===== src/rtl/dio_pkg.sv =====
package dio_pkg;
  localparam int unsigned BYTE_W = 8;

  // register byte offsets; the watchdog lanes follow the base in order
  localparam logic [7:0] OFS_OUTLAT  = 8'h00;
  localparam logic [7:0] OFS_INPUTS  = 8'h01;
  localparam logic [7:0] OFS_BUFCTL  = 8'h0A;
  localparam logic [7:0] OFS_COSMSK  = 8'h0B;
  localparam logic [7:0] OFS_CLRANY  = 8'h0F;
  localparam logic [7:0] OFS_CLRSTAT = 8'h29;
  localparam logic [7:0] OFS_WDBASE  = 8'h30;

  localparam logic [7:0] CLR_KEY = 8'hFF;

  typedef struct packed {
    logic outlat;
    logic bufctl;
    logic cosmsk;
    logic clrany;
    logic clrstat;
  } wr_dec_t;
endpackage


===== src/rtl/dio_insync.sv =====
module dio_insync #(
  parameter int unsigned WIDTH = 8
) (
  input  logic             clk,
  input  logic             rst_n,
  input  logic [WIDTH-1:0] pin_i,
  output logic [WIDTH-1:0] lvl_o,
  output logic             chg_o
);
  logic [WIDTH-1:0] meta_q, sync_q, prev_q;
  logic [WIDTH-1:0] meta_d, sync_d, prev_d;

  always_comb begin
    meta_d = pin_i;
    sync_d = meta_q;
    prev_d = sync_q;
  end

  always_ff @(posedge clk or negedge rst_n) begin
    if (!rst_n) begin
      meta_q <= '0;
      sync_q <= '0;
      prev_q <= '0;
    end else begin
      meta_q <= meta_d;
      sync_q <= sync_d;
      prev_q <= prev_d;
    end
  end

  assign lvl_o = sync_q;
  assign chg_o = |(sync_q ^ prev_q);

  // the synchronized level is the raw input seen two edges earlier
  p_two_stage_r3: assert property (@(posedge clk) disable iff (!rst_n)
    $past(rst_n, 2) |-> lvl_o == $past(pin_i, 2));
endmodule


===== src/rtl/dio_irqlatch.sv =====
module dio_irqlatch (
  input  logic clk,
  input  logic rst_n,
  input  logic set_i,
  input  logic clr_i,
  output logic irq_o
);
  logic pend_q, pend_d, pend_en;

  always_comb begin
    pend_en = set_i | clr_i;
    pend_d  = set_i;   // set beats clear when both are present
  end

  always_ff @(posedge clk or negedge rst_n) begin
    if (!rst_n)       pend_q <= 1'b0;
    else if (pend_en) pend_q <= pend_d;
  end

  assign irq_o = pend_q;

  p_set_wins_r9: assert property (@(posedge clk) disable iff (!rst_n)
    set_i |=> irq_o);
  p_clear_r7: assert property (@(posedge clk) disable iff (!rst_n)
    (clr_i && !set_i) |=> !irq_o);
  p_hold_r6: assert property (@(posedge clk) disable iff (!rst_n)
    (!set_i && !clr_i) |=> $stable(irq_o));
endmodule


===== src/rtl/dio_bytereg.sv =====
module dio_bytereg #(
  parameter int unsigned NBYTES = 4
) (
  input  logic                  clk,
  input  logic                  rst_n,
  input  logic [NBYTES-1:0]     we_i,
  input  logic [7:0]            wdata_i,
  output logic [NBYTES*8-1:0]   q_o
);
  for (genvar g = 0; g < NBYTES; g++) begin : g_lane
    logic [7:0] lane_q, lane_d;

    always_comb lane_d = wdata_i;

    always_ff @(posedge clk or negedge rst_n) begin
      if (!rst_n)        lane_q <= '0;
      else if (we_i[g])  lane_q <= lane_d;
    end

    assign q_o[g*8 +: 8] = lane_q;

    p_lane_hold_r10: assert property (@(posedge clk) disable iff (!rst_n)
      !we_i[g] |=> $stable(q_o[g*8 +: 8]));
    p_lane_load_r10: assert property (@(posedge clk) disable iff (!rst_n)
      we_i[g] |=> q_o[g*8 +: 8] == $past(wdata_i));
  end
endmodule


===== src/rtl/dio_regblock.sv =====
module dio_regblock
  import dio_pkg::*;
#(
  parameter int unsigned ADDR_W = 8,
  parameter int unsigned NIO    = 8,
  parameter int unsigned WD_W   = 32
) (
  input  logic              clk,
  input  logic              rst_n,
  input  logic [ADDR_W-1:0] addr,
  input  logic              wr_en,
  input  logic              rd_en,
  input  logic [7:0]        wdata,
  output logic [7:0]        rdata,
  input  logic [NIO-1:0]    din,
  output logic [NIO-1:0]    dout,
  output logic              buf_dis,
  output logic              irq,
  output logic [WD_W-1:0]   wdog_div
);
  localparam int unsigned WD_BYTES = WD_W / BYTE_W;

  // ---------------- write decode ----------------
  wr_dec_t           wdec;
  logic [WD_BYTES-1:0] wd_we;

  always_comb begin
    wdec.outlat  = wr_en && (addr == ADDR_W'(OFS_OUTLAT));
    wdec.bufctl  = wr_en && (addr == ADDR_W'(OFS_BUFCTL));
    wdec.cosmsk  = wr_en && (addr == ADDR_W'(OFS_COSMSK));
    wdec.clrany  = wr_en && (addr == ADDR_W'(OFS_CLRANY));
    wdec.clrstat = wr_en && (addr == ADDR_W'(OFS_CLRSTAT)) && (wdata == CLR_KEY);
  end

  for (genvar g = 0; g < WD_BYTES; g++) begin : g_wdec
    assign wd_we[g] = wr_en && (addr == ADDR_W'(OFS_WDBASE) + ADDR_W'(g));
  end

  // ---------------- control registers ----------------
  logic [NIO-1:0] out_q, out_d;
  logic           bd_q, bd_d;
  logic           msk_q, msk_d;
  logic           out_en, bd_en, msk_en;

  always_comb begin
    out_en = wdec.outlat;
    bd_en  = wdec.bufctl;
    msk_en = wdec.cosmsk;
    out_d  = wdata[NIO-1:0];
    bd_d   = wdata[0];
    msk_d  = wdata[0];
  end

  always_ff @(posedge clk or negedge rst_n) begin
    if (!rst_n) begin
      out_q <= '0;
      bd_q  <= 1'b0;
      msk_q <= 1'b1;
    end else begin
      if (out_en) out_q <= out_d;
      if (bd_en)  bd_q  <= bd_d;
      if (msk_en) msk_q <= msk_d;
    end
  end

  assign dout    = out_q;
  assign buf_dis = bd_q;

  // ---------------- inputs and interrupt ----------------
  logic [NIO-1:0] in_lvl;
  logic           in_chg;
  logic           irq_set, irq_clr;

  dio_insync #(.WIDTH(NIO)) u_sync (
    .clk   (clk),
    .rst_n (rst_n),
    .pin_i (din),
    .lvl_o (in_lvl),
    .chg_o (in_chg)
  );

  assign irq_set = in_chg && !msk_q;
  assign irq_clr = wdec.clrany || wdec.clrstat;

  dio_irqlatch u_irq (
    .clk   (clk),
    .rst_n (rst_n),
    .set_i (irq_set),
    .clr_i (irq_clr),
    .irq_o (irq)
  );

  // ---------------- watchdog divisor ----------------
  dio_bytereg #(.NBYTES(WD_BYTES)) u_wdiv (
    .clk     (clk),
    .rst_n   (rst_n),
    .we_i    (wd_we),
    .wdata_i (wdata),
    .q_o     (wdog_div)
  );

  // ---------------- read mux ----------------
  logic [7:0] rd_mux;

  always_comb begin
    rd_mux = '0;
    unique case (addr)
      ADDR_W'(OFS_OUTLAT):  rd_mux = 8'(out_q);
      ADDR_W'(OFS_INPUTS):  rd_mux = 8'(in_lvl);
      ADDR_W'(OFS_BUFCTL):  rd_mux = {7'b0, bd_q};
      ADDR_W'(OFS_COSMSK):  rd_mux = {7'b0, msk_q};
      ADDR_W'(OFS_CLRSTAT): rd_mux = {7'b0, irq};
      default: begin
        for (int i = 0; i < int'(WD_BYTES); i++)
          if (addr == ADDR_W'(OFS_WDBASE) + ADDR_W'(i))
            rd_mux = wdog_div[i*8 +: 8];
      end
    endcase
  end

  assign rdata = rd_en ? rd_mux : 8'h00;

  // ---------------- assertions ----------------
  p_out_hold_r2: assert property (@(posedge clk) disable iff (!rst_n)
    !(wr_en && addr == ADDR_W'(OFS_OUTLAT)) |=> $stable(dout));
  p_out_load_r2: assert property (@(posedge clk) disable iff (!rst_n)
    (wr_en && addr == ADDR_W'(OFS_OUTLAT)) |=> dout == $past(wdata[NIO-1:0]));
  p_bufdis_hold_r4: assert property (@(posedge clk) disable iff (!rst_n)
    !(wr_en && addr == ADDR_W'(OFS_BUFCTL)) |=> $stable(buf_dis));
  p_irq_cause_r6: assert property (@(posedge clk) disable iff (!rst_n)
    $rose(irq) |-> $past(in_chg && !msk_q));
  p_badkey_r8: assert property (@(posedge clk) disable iff (!rst_n)
    (irq && wr_en && addr == ADDR_W'(OFS_CLRSTAT) && wdata != CLR_KEY) |=> irq);
  p_status_read_r8: assert property (@(posedge clk) disable iff (!rst_n)
    (rd_en && addr == ADDR_W'(OFS_CLRSTAT)) |-> rdata == {7'b0, irq});
  p_idle_bus_r11: assert property (@(posedge clk) disable iff (!rst_n)
    !rd_en |-> rdata == 8'h00);
endmodule


===== config.mk =====
export PLATFORM = sky130hd
export DESIGN_NAME = dio_regblock
export DESIGN_NICKNAME = d
export VERILOG_FILES = /design/src/rtl/dio_pkg.sv /design/src/rtl/dio_insync.sv /design/src/rtl/dio_irqlatch.sv /design/src/rtl/dio_bytereg.sv /design/src/rtl/dio_regblock.sv
export SDC_FILE = /design/constraint.sdc
export NUM_CORES = 1
export LEC_CHECK = 0
export BUFFER_PORTS_ARGS = -buffer_cell sky130_fd_sc_hd__buf_2
export CORE_UTILIZATION = 48
export DETAILED_ROUTE_END_ITERATION = 7
export GPL_ROUTABILITY_DRIVEN = 1
export HOLD_SLACK_MARGIN = 0.15
export PLACE_DENSITY = 0.74
export REMOVE_ABC_BUFFERS = 1
export SLEW_MARGIN = 20
export SYNTH_ARGS = -nofsm -noshare
export SYNTH_HDL_FRONTEND = slang
export SYNTH_HIERARCHICAL = 1
export SYNTH_SLANG_ARGS = --single-unit

===== constraint.sdc =====
create_clock -name clk -period 1.65 [get_ports clk]
set_clock_uncertainty 0.1 [all_clocks]
set_input_delay 0.33 -clock clk [delete_from_list [all_inputs] [get_ports clk]]
set_output_delay 0.33 -clock clk [all_outputs]
set_load 0.005 [all_outputs]

# ---- Word level (Yosys, flattened, before mapping)
# Index checks and enable logic that the tools add are counted.
dict set report word_totals {
  regBits 67
  word_cells 44
}
dict set report classes {
  eq_ne 10
  mux 6
  bitwise 2
  reduce_logical 15
}
# op n
set op_table {}
lappend op_table {{8-bit by 6-bit == test with 1-bit output (second input constant)} 5}
lappend op_table {{8-bit two-way mux} 5}
lappend op_table {{8-bit case mux with 5 select lines} 1}
lappend op_table {{8-bit by 4-bit == test with 1-bit output (second input constant)} 3}
lappend op_table {{1-bit logical AND} 11}
lappend op_table {{8-bit by 1-bit == test with 1-bit output (second input constant)} 1}
lappend op_table {{8-bit == test (second input constant)} 1}
lappend op_table {{8-bit zero test} 1}
lappend op_table {{8-bit OR reduction} 1}
lappend op_table {{8-bit bitwise XOR} 1}
lappend op_table {{1-bit zero test} 1}
lappend op_table {{1-bit logical OR} 1}
lappend op_table {{1-bit OR} 1}

# ---- Logic depth before layout (Yosys ltp)
dict set report depth {
  word_depth 7
  ltp_mapped 8
  depth_no_buf 6
}

# ---- By module
# The synthesis kept the hierarchy.
# module instances cells_each area_each_um2 seq_area_each_um2
set by_module_without_submodules {}
lappend by_module_without_submodules {dio_bytereg 1 68 1326.3 800.8}
lappend by_module_without_submodules {dio_regblock 1 93 1024.7 251.5}
lappend by_module_without_submodules {dio_insync 1 35 686.9 600.6}
lappend by_module_without_submodules {dio_irqlatch 1 3 36.3 25.0}

# ---- Worst setup path before layout
# Ideal clock, no wire load.
dict set report synth_timing {
  path_type {input port to flip-flop}
  start {input addr[2]}
  end {register u_wdiv.g_lane[3].lane_q[0]}
  setup_ps 125
  t_arrival_ps 1515
  required_time_ps 1425
  path_slack_ps -90
  cell_stages 6
  n_path_buf 1
  cell_sequence {nor2_1 and4_1 nand3_1 nor2_1 buf_6 mux2_4}
}
dict set report synth_via {
  elab_chain_cells 2
}
# element line
set synth_rtl {}
lappend synth_rtl {{start, declared} dio_regblock.sv:10} ;# input logic [ADDR_W-1:0] addr,
lappend synth_rtl {{8-bit by 6-bit == test with 1-bit output} dio_regblock.sv:36} ;# assign wd_we[g] = wr_en && (addr == ADDR_W'(OFS_WDBASE) + ADDR_W'(g));
lappend synth_rtl {{1-bit logical AND} dio_regblock.sv:36}
lappend synth_rtl {{named net wd_we[3]} dio_regblock.sv:25} ;# logic [WD_BYTES-1:0] wd_we;
lappend synth_rtl {{end signal, assigned} dio_bytereg.sv:17} ;# else if (we_i[g]) lane_q <= lane_d;
lappend synth_rtl {{end, declared} dio_bytereg.sv:11} ;# logic [7:0] lane_q, lane_d;
# The timed path passes the listed nets, and every way through them passes these cells.
# A chain may end at the register's enable or synchronous reset.

# ---- Worst setup path after layout
dict set report layout_timing {
  start {register bd_q, in the netlist buf_dis}
  end {output rdata[0]}
}
dict set report layout_via {
  elab_chain_cells 2
}
# element line
set layout_rtl {}
lappend layout_rtl {{start, declared} dio_regblock.sv:41} ;# logic bd_q, bd_d;
lappend layout_rtl {{start signal, assigned} dio_regblock.sv:57} ;# bd_q <= 1'b0;
lappend layout_rtl {{start signal, assigned} dio_regblock.sv:61} ;# if (bd_en) bd_q <= bd_d;
lappend layout_rtl {{8-bit case mux with 5 select lines} dio_regblock.sv:107} ;# unique case (addr)
lappend layout_rtl {{8-bit two-way mux} dio_regblock.sv:121} ;# assign rdata = rd_en ? rd_mux : 8'h00;
lappend layout_rtl {{end, declared} dio_regblock.sv:14} ;# output logic [7:0] rdata,
# No other way between the ends.

==> flow_summary.json <==
{
  "drtAntennaViolNets": 0,
  "period_share_pct": 124,
  "yosys_register_bits": 67,
  "drv_slew": 0,
  "multiInputGateArea_mm2": 0.00129,
  "syn_avg_cell_area_um2": 15.4,
  "die_x_um": 82.0,
  "hold_violations": 0,
  "power.density_mw_per_mm2": 815,
  "io_buffers": 77,
  "coreArea_mm2": 0.00606,
  "status": "complete, but fails checks",
  "n_fill_cell": 451,
  "rows": 28,
  "r2r_start": "u_sync/lvl_o[5]",
  "crit_path_start": "buf_dis",
  "areaGrowthSynthToFinish_pct": 39.0,
  "netlist.area_leader.share_pct": 53.7,
  "critPathCaptureType": "primary output",
  "worst-setup-path-type": "reg2out",
  "min_period_ns": 2.04,
  "p_leak_nw": 2.19,
  "start_util_pct": 50.7,
  "ys.flop_type": "dfrtp_1",
  "crit_fanout": 2,
  "drt_iter0_markers": 90,
  "fin_nets": 377,
  "yosysUniqueCellTypes": 33,
  "synthTopCellsByCount": "66 x dfrtp_1, 32 x mux2_4, 11 x inv_1, 11 x mux2_2",
  "seqCellArea_mm2": 0.00168,
  "drtPass1Iterations": 4,
  "yosysWarnings": 6,
  "grt_antenna_before_repair": 0,
  "dieHeight_um": 82.0,
  "worst-slew-pin-transition_ns": 0.530,
  "maxCapViolCount": 0,
  "synthTopCellsByArea": "dfrtp_1 54%, mux2_4 16%, mux4_1 6.8%",
  "diodes": 0,
  "postRouteWirelength_um": 7510,
  "grt_usage_pct": 24.0,
  "setup_violations": 8,
  "rrSetupSlack_ns": 0.16,
  "grt_pass1_vias": 2228,
  "vias": 2239,
  "clkTransAtPathRegs_ns": 0.08,
  "placed_area_mm2": 0.00381,
  "yosysMostFrequentCell": "dfrtp_1",
  "tritoncts": "yes",
  "ys_seq_area_share_pct": 54.6,
  "grt_max_degree": 28,
  "arrival_ns": 1.61,
  "clk_latency_ns": 0.35,
  "grt_pass1_wl_um": 11400,
  "cts-root-buf": "clkbuf_8",
  "setup_tns_ns": -2.50,
  "violations": "setup timing",
  "yosys.area.top_type": "dfrtp_1",
  "drive_gt1_share_pct": 63.8,
  "dieArea_mm2": 0.00673,
  "r2r-end": "u_irq/irq_o",
  "whs_endpoint": "u_wdiv/g_lane[3].lane_q[3]",
  "required_ns": 1.22,
  "vias_per_cell": 5.22,
  "maxSlewHeadroom_pct": 64.7,
  "grt_overflow_total": 0,
  "wl_per_cell_um": 17.5,
  "holdPathStages": 2,
  "min_path_type": "in2reg",
  "design_area_mm2": 0.00427,
  "async_flop_share_pct": 100,
  "io_pins": 78,
  "h-tree-depth": 3,
  "place_congestion": 0.832,
  "ir_drop_mv": 0.693,
  "numCtsBuffers": 9,
  "hpwl_um": 5200,
  "netlist_instances": 199,
  "start_kind": "flip-flop",
  "clock_sinks": 67,
  "holdCritStartpoint": "wdata[3]",
  "syn_area_mm2": 0.00307,
  "drc": 0,
  "rsz0062_at_grt": "yes",
  "clock_path_buffers": 2,
  "fmax_mhz": 490,
  "setup_ws_ns": -0.389,
  "reg2reg_depth": 5,
  "synth_edf_count": 0
}
[how the worst max path moves through the flow]
stage / cells after the start / slack [ns] / to
6_report: 5 / -0.39 / rdata[0]
3_5_place_dp: 6 / -0.39 / rdata[0]
3_3_place_gp: 6 / -0.36 / rdata[0]
4_1_cts: 5 / -0.39 / rdata[0]
2_1_floorplan: 5 / -0.44 / u_wdiv/g_lane[1].lane_q[0]
5_1_grt: 5 / -0.49 / rdata[0]
[critical path, cell delays in order (launching register included)]
cell	delay, ns
dfrtp_1	0.40
mux2_2	0.27
and3_4	0.17
o211ai_1	0.15
o221ai_1	0.13
buf_2	0.14
[per-layer routing]
metal | share of wire [%] | global-route usage [%] | up-vias
li1 | - | - | 1019
met3 | 5.9 | 5.56 | 13
met2 | 47 | 37.2 | 91
met4 | 1.7 | 8.77 | 0
met5 | 0 | 0 | -
met1 | 46 | 33.1 | 1116
[report_power, final]
part,total (mW),internal [mW],switching [mW]
logic,0.459,0.262,0.197
clock network,1.25,0.562,0.689
registers,1.77,1.72,0.0510
[cells in the final DEF (no fill, tap or decap), drive strengths merged, types with 5 or more instances in the layout]
master,n
buf,139
dfrtp,66
mux2,43
inv,15
clkbuf,9
dlygate4sd3,9
mux2i,8
xor2,8
nor2,8
mux4,8
o22ai,7
nand4,5
[area by class of cell]
| cell class | count | share of cell area, % |
|---|---|---|
| well taps | 75 | 2.20 |
| multi-input cells | 112 | 30.2 |
| clock buffers | 9 | 2.90 |
| inverters | 11 | 0.967 |
| repair buffers | 148 | 23.1 |
| flip-flops and latches | 67 | 39.3 |
| clock inverters | 7 | 1.29 |
[registers in the layout, indices dropped and copies added, names as in the netlist]
signal and cells:
u_sync/meta_q 8, u_irq/irq_o 1, buf_dis 1, u_wdiv/g_lane.lane_q 32
msk_q 1, dout 8, u_sync/prev_q 8, u_sync/lvl_o 8
[metrics by stage]
step           cells  setup slack, ns  power (mW)  utilization, %  hold WS, ns
6_report         429           -0.389        3.48            70.5        0.204
3_5_place_dp     383           -0.385        2.19            62.9        0.231
5_1_grt          429           -0.488        3.63            70.5        0.190
3_3_place_gp     383           -0.362        2.18            62.9        0.232
4_1_cts          420           -0.389        3.48            68.8        0.189
2_1_floorplan    190           -0.442        1.94               -      -0.0656
[cell families (layout without fill, tap and decap cells)]
group	after synthesis	count (layout)	synth area share (%)
muxes	59	59	29.1
AOI/OAI and AO/OA	11	11	2.44
buffers and inverters	20	175	4.23
DFF	67	67	54.6
xor gates and xnor gates	8	8	2.28
and+or+nand+nor	34	34	7.37
[what timing repair did]
item	CTS	global route
hold buffers	9	0
endpoints found under the hold margin	25	0
gates resized for setup	7	20
buffers inserted	12	9
endpoints found under the setup margin	8	15
Power figures use the tool's default switching activity.
